### config.mk
export PLATFORM = sky130hd
export DESIGN_NAME = sce_xlate
export DESIGN_NICKNAME = d
export VERILOG_FILES = /design/src/rtl/sce_xlate.sv
export SDC_FILE = /design/constraint.sdc
export NUM_CORES = 1
export LEC_CHECK = 0
export ABC_AREA = 1
export BUFFER_PORTS_ARGS = -buffer_cell sky130_fd_sc_hd__buf_4
export CAP_MARGIN = 10
export CORE_UTILIZATION = 48
export CTS_CLUSTER_DIAMETER = 30
export DETAILED_ROUTE_END_ITERATION = 10
export GPL_ROUTABILITY_DRIVEN = 0
export PLACE_DENSITY = 0.84
export SYNTH_ARGS = -nofsm -noshare
export SYNTH_HDL_FRONTEND = slang
export SYNTH_SLANG_ARGS = --single-unit
### constraint.sdc
create_clock -name clk -period 2.5 [get_ports clk]
set_clock_uncertainty 0.15 [all_clocks]
set_input_delay 0.25 -clock clk [delete_from_list [all_inputs] [get_ports clk]]
set_output_delay 0.25 -clock clk [all_outputs]
set_load 0.05 [all_outputs]
### src/rtl/sce_xlate.sv
module sce_xlate #(
  parameter int HDR_W = 32,
  parameter int CLS_W = 4,
  parameter int IDX_W = 8
) (
  input  logic             clk,
  input  logic             rst_n,
  input  logic             msg_valid,
  input  logic [CLS_W-1:0] msg_class,
  input  logic [IDX_W-1:0] msg_index,
  input  logic [HDR_W-1:0] msg_header,
  input  logic [2:0]       unc_mask,
  input  logic [3:0]       sec_clr,
  input  logic [2:0]       unc_clr,
  output logic             cpl_valid,
  output logic [2:0]       cpl_status,
  output logic [3:0]       sec_status,
  output logic [2:0]       unc_status,
  output logic [HDR_W-1:0] hdr_log,
  output logic [1:0]       err_ptr,
  output logic             ptr_valid,
  output logic             err_report
);
  localparam logic [2:0] ST_UR = 3'b001;
  localparam logic [2:0] ST_CA = 3'b100;

  logic [2:0] dec_st;
  logic [3:0] dec_sec;
  logic [2:0] dec_unc;

  always_comb begin
    dec_st  = ST_CA;
    dec_sec = '0;
    dec_unc = '0;
    if (msg_class == CLS_W'(1)) begin
      if (msg_index == IDX_W'(0)) begin
        dec_st = ST_UR; dec_sec[3] = 1'b1; dec_unc[1] = 1'b1;
      end else if (msg_index == IDX_W'(1)) begin
        dec_sec[2] = 1'b1; dec_unc[0] = 1'b1;
      end else if (msg_index == IDX_W'(2)) begin
        dec_st = ST_UR; dec_sec[0] = 1'b1; dec_unc[2] = 1'b1;
      end
    end else if (msg_class == CLS_W'(2)) begin
      if (msg_index == IDX_W'(0)) begin
        dec_st = ST_UR;
      end else if (msg_index == IDX_W'(1)) begin
        dec_st = ST_UR; dec_sec[0] = 1'b1; dec_unc[2] = 1'b1;
      end
    end
    dec_sec[1] = (dec_st == ST_CA);
  end

  logic [3:0] sec_hit;
  logic [2:0] unc_hit, unc_live;
  logic [1:0] ptr_n;
  logic       release_log, capture;

  assign sec_hit     = msg_valid ? dec_sec : 4'b0;
  assign unc_hit     = msg_valid ? dec_unc : 3'b0;
  assign unc_live    = unc_hit & ~unc_mask;
  assign ptr_n       = unc_live[2] ? 2'd2 : (unc_live[1] ? 2'd1 : 2'd0);
  assign release_log = ptr_valid && unc_clr[err_ptr];
  assign capture     = (|unc_live) && (!ptr_valid || release_log);

  always_ff @(posedge clk or negedge rst_n) begin
    if (!rst_n) begin
      cpl_valid  <= 1'b0;
      cpl_status <= '0;
      sec_status <= '0;
      unc_status <= '0;
      hdr_log    <= '0;
      err_ptr    <= '0;
      ptr_valid  <= 1'b0;
      err_report <= 1'b0;
    end else begin
      cpl_valid  <= msg_valid;
      cpl_status <= msg_valid ? dec_st : 3'b000;
      sec_status <= (sec_status & ~sec_clr) | sec_hit;
      unc_status <= (unc_status & ~unc_clr) | unc_hit;
      err_report <= |unc_live;
      if (capture) begin
        hdr_log   <= msg_header;
        err_ptr   <= ptr_n;
        ptr_valid <= 1'b1;
      end else if (release_log) begin
        ptr_valid <= 1'b0;
      end
    end
  end
endmodule

# == Yosys cells after proc, flatten, opt, wreduce, memory -nomap -nowiden ==
# Cells that the tools add are included.
# W data, S select, Z words.
# classes
bitwise_logic,8
n_reduce_logical,7
eq_ne,5
n_mux,25
order_cmp,1
# ops
operator,count
$mux W3,9
$mux W1,12
$eq A8 B1 Y1 const B,1
$eq A8 B2 Y1 const B,1
$logic_not A8 Y1,1
$and A3 B3 Y3,2
$not A3 Y3,2
$and A4 B4 Y4,1
$eq A4 B1 Y1 const B,1
$eq A4 B2 Y1 const B,1
$mux W2,2
$mux W4,1
$not A4 Y4,1
$or A4 B4 Y4,1
$eq A3 B3 Y1 const B,1
$lt A2 B3 Y1 const B,1
$or A3 B3 Y3,1
$reduce_or A3 Y1,1
$bmux W1 S2,1
$logic_and A1 B1 Y1,2
$reduce_bool A2 Y1,1
$logic_not A1 Y1,1
$logic_or A1 B1 Y1,1
# word_totals
out_inout_bits,47
in_bits,57
word_cells,54
regBits,47

# == Logic depth before layout (Yosys ltp) ==
# logic_depth
ltp_word,10
mapped_depth,12
ltp_nobuf,11

# == Worst setup path after synthesis ==
# Ideal clock, no wire load.
# synth_timing
path_kind,reg2reg
start,register err_ptr[0]
end,register hdr_log[10]
t_required_ns,2.231
setup_time_ns,0.119
t_arrival_ns,1.569
synth_period_minus_slack_ns,1.838
stages_incl_launch_ff,8
slack_ns,0.662
path_buffers,1
path_cell_list,dfrtp_1 -> inv_1 -> nand2_1 -> a21oi_1 -> nand3b_2 -> clkbuf_1 -> nand3_1 -> nand2_1
# synth_via
elab_chain_cells,5
# synth_rtl
item,line_no,rtl
from (decl),20,"output logic [1:0] err_ptr,"
from (signal assigned),83,err_ptr <= ptr_n;
$bmux W1 S2,62,assign release_log = ptr_valid && unc_clr[err_ptr];
$mux W1 (not written as such),62,
$logic_and A1 B1 Y1,62,
$logic_or A1 B1 Y1,63,assign capture = (|unc_live) && (!ptr_valid || release_log);
$logic_and A1 B1 Y1,63,
to (signal assigned),82,hdr_log <= msg_header;
to (decl),19,"output logic [HDR_W-1:0] hdr_log,"
# No other way between the ends. The select of a mux whose other input is x is not followed.
# A chain may end at the register's enable or synchronous reset.

# == Final worst setup path ==
# layout_timing
start,input port msg_valid
end,register hdr_log[5]
# layout_via
elab_chain_cells,4
# layout_rtl
item,line_no,rtl
from (decl),8,"input logic msg_valid,"
$mux W3,59,assign unc_hit = msg_valid ? dec_unc : 3'b0;
$and A3 B3 Y3,60,assign unc_live = unc_hit & ~unc_mask;
$reduce_or A3 Y1,63,
$logic_and A1 B1 Y1,63,
# No other way between the ends.

==> run_results.csv <==
group,metric,value,unit
floorplanning,placementRows,23,
critical_path,end_kind,"register",
cts,clock-sinks,46,
route,antenna_left,0,
floorplanning,io_pins,104,
yosys,netlist_area,2000,µm²
floorplanning,die_area,4420,µm²
placed_design,port_buffers,102,
route,drt_iter0_markers,136,
route,wl,4.81,mm
timing,clock.fmax,461,MHz
yosys,seq_area_frac_synth,57.6,%
pwr,power,0.00133,W
critical_path,critPathMaxFanout,34,
route,viasPerCell,4.85,
placed_design,placed_cells,364,
final_layout,nNetsFinal,384,
cts,cts_root_buf,"clkbuf_8",
timing,timing.setup.tns,0,ns
timing,maxSlewViolCount,0,
timing,fin_crit_sh,86.7,%
final_layout,drive_gt1_share,39.1,%
cts,clkLatencyLatePin,0.29,ns
yosys,syn-num-nets,278,
yosys,synth_area_per_cell,9.04,µm²
critical_path,criticalPathCategory,"in -> reg",
placed_design,postPlaceCellArea,2760,µm²
route,drtPass1Iterations,4,
cts,path_clk_slew,0.08,ns
final_layout,num_antenna_cells,0,
timing,slew_headroom,62.8,%
global_route,track_usage,23.5,%
yosys,yosysUniqueCellTypes,22,
global_route,overflow,0,
floorplanning,fp.dieW,66.5,µm
yosys,synth_cells,221,
cts,cts_tree,"done",
status,status,"completed",
floorplanning,initial_core_util,50.0,%
global_route,first_global_vias,1695,
cts,cts_made_buffers,5,
cts,cts_resized,0,
timing,rsz0062_at_grt,"no",
pwr,vdd_ir_drop_max,358,µV
final_layout,area_growth,45.0,%
final_layout,layout.cells.non_filler,377,
pwr,leakage,1.66,nW
flow_run,drv_cap,0,
yosys,ys_seq_elements,46,
yosys,yosysWarningCount,0,
timing,layout_min_cycle_time,2.17,ns
global_route,grt_max_degree,47,
global_route,antenna_found_initial,0,
route,wire_per_inst,12.8,µm
timing,fin_ws,0.333,ns
timing,setup_viol,0,
timing,worst_pin_slew,0.557,ns
placed_design,dp_hpwl,3.50,mm
pwr,p_per_area,460,nW/µm²
cts,clockBufferDepth,2,
timing,hold_viol_final,0,
route,drc,0,
placed_design,detailedPlace.worstSlack,0.403,ns
critical_path,cp.required,2.54,ns
critical_path,crit_arrival,2.20,ns
final_layout,fin_area,2900,µm²
critical_path,startpoint_type,"primary input",
route,vias,1828,
cts,h-tree-depth,2,
global_route,grt_pass1_wl,7.65,mm
floorplanning,die_h,66.5,µm
floorplanning,core_area,4000,µm²
hold_path,hold_class,"in -> reg",
repair_timing:
action | CTS | global route
buffers inserted | 0 | 0
hold buffers | 6 | 0
endpoints found under the hold margin | 51 | 0
cells by family (layout without fill, tap and decap cells):
| family | after synthesis | after routing | share of synthesized area, % |
|---|---|---|---|
| DFF | 46 | 46 | 57.6 |
| other | 1 | 1 | 0.188 |
| and+or+nand+nor | 137 | 137 | 32.1 |
| buffers and inverters | 26 | 132 | 6.83 |
| AOI/OAI and AO/OA | 11 | 11 | 3.26 |
metal layers:
metal  wire (µm)  up-vias  global-route usage (%)
li1            -      910                       -
met1        1930      845                    29.6
met2        2570       69                    39.5
met3         271        4                    4.62
met4          44        0                    9.57
met5           0        -                       0
through the flow:
stage | utilization (%) | hold WS (ns)
2_1_floorplan | - | -0.196
3_3_place_gp | 68.9 | 0.124
3_5_place_dp | 68.9 | 0.132
4_1_cts | 72.4 | 0.00833
5_1_grt | 72.4 | 0.0109
6_report | 72.4 | 0.00833
cell type report:
class,count,area [µm²]
multi-input combinational,149,711
inverter,16,60.1
tap,50,62.6
fill,318,1100
clock buffer,6,72.6
sequential,46,1150
timing repair buffer,109,833
clock inverter,1,7.51
state kept, by name, indices dropped and copies added (netlist names):
signal / count
sec_status: 4
cpl_status: 2
err_ptr: 2
unc_status: 3
err_report: 1
ptr_valid: 1
cpl_valid: 1
hdr_log: 32
final timing paths:
| kind | startpoint | end | slack [ns] | cells after the start |
|---|---|---|---|---|
| setup / recovery | msg_valid | hdr_log[5] | 0.33 | 11 |
| hold / removal | sec_clr[1] | sec_status[1] | 0.008 | 2 |
| setup reg to reg | err_ptr[0] | hdr_log[5] | 0.61 | 7 |
| hold reg to reg | hdr_log[2] | hdr_log[2] | 0.33 | 2 |
| max in group asynchronous | rst_n | sec_status[0] | 1.48 | 2 |
| min in group asynchronous | rst_n | hdr_log[19] | 0.34 | 2 |
cells in the final DEF, fill, tap and decap left out, types with 4 or more instances in the layout:
master,netlist,layout
nor2_2,6,6
buf_4,4,103
clkbuf_8,0,5
nand3_1,39,39
dfrtp_1,46,46
nand2_2,4,4
inv_1,14,14
nand2_1,77,77
o21ai_0,5,5
dlygate4sd3_1,0,6
critical path, cell delays in order:
cell and delay (ns):
dlygate4sd3_1 0.52, buf_4 0.11, inv_1 0.08, nor2_4 0.18, nand2_2 0.09, nand2_2 0.09, nand2_2 0.07, nand2_4 0.29
nand2_4 0.30, nand2_1 0.14, nand2_1 0.06
report_power, final:
group,leakage (nW),internal (W),switching [W]
clock network,0.0373,0.000192,0.000230
registers,0.634,0.000751,0.00000415
logic,0.992,0.0000787,0.0000789
total,1.66,0.00102,0.000313
synth_stat cells:
library cell | n | area share [%]
nor2_1 | 3 | 0.56
nand3_1 | 39 | 9.8
o21bai_1 | 2 | 0.75
conb_1 | 1 | 0.19
nand3_2 | 1 | 0.50
nand2_2 | 4 | 1.3
o211ai_1 | 2 | 0.75
nand4_1 | 1 | 0.31
a21oi_1 | 2 | 0.50
o21ai_0 | 5 | 1.3
inv_1 | 14 | 2.6
buf_2 | 1 | 0.25
nand3b_2 | 1 | 0.56
nand2_4 | 2 | 1.1
nor2_4 | 3 | 1.7
dfrtp_1 | 46 | 58
nand2_1 | 77 | 14
buf_6 | 3 | 1.7
buf_4 | 4 | 1.5
inv_2 | 2 | 0.38
clkbuf_1 | 2 | 0.38
nor2_2 | 6 | 1.9
No activity file was read; power rests on OpenSTA's default activity.
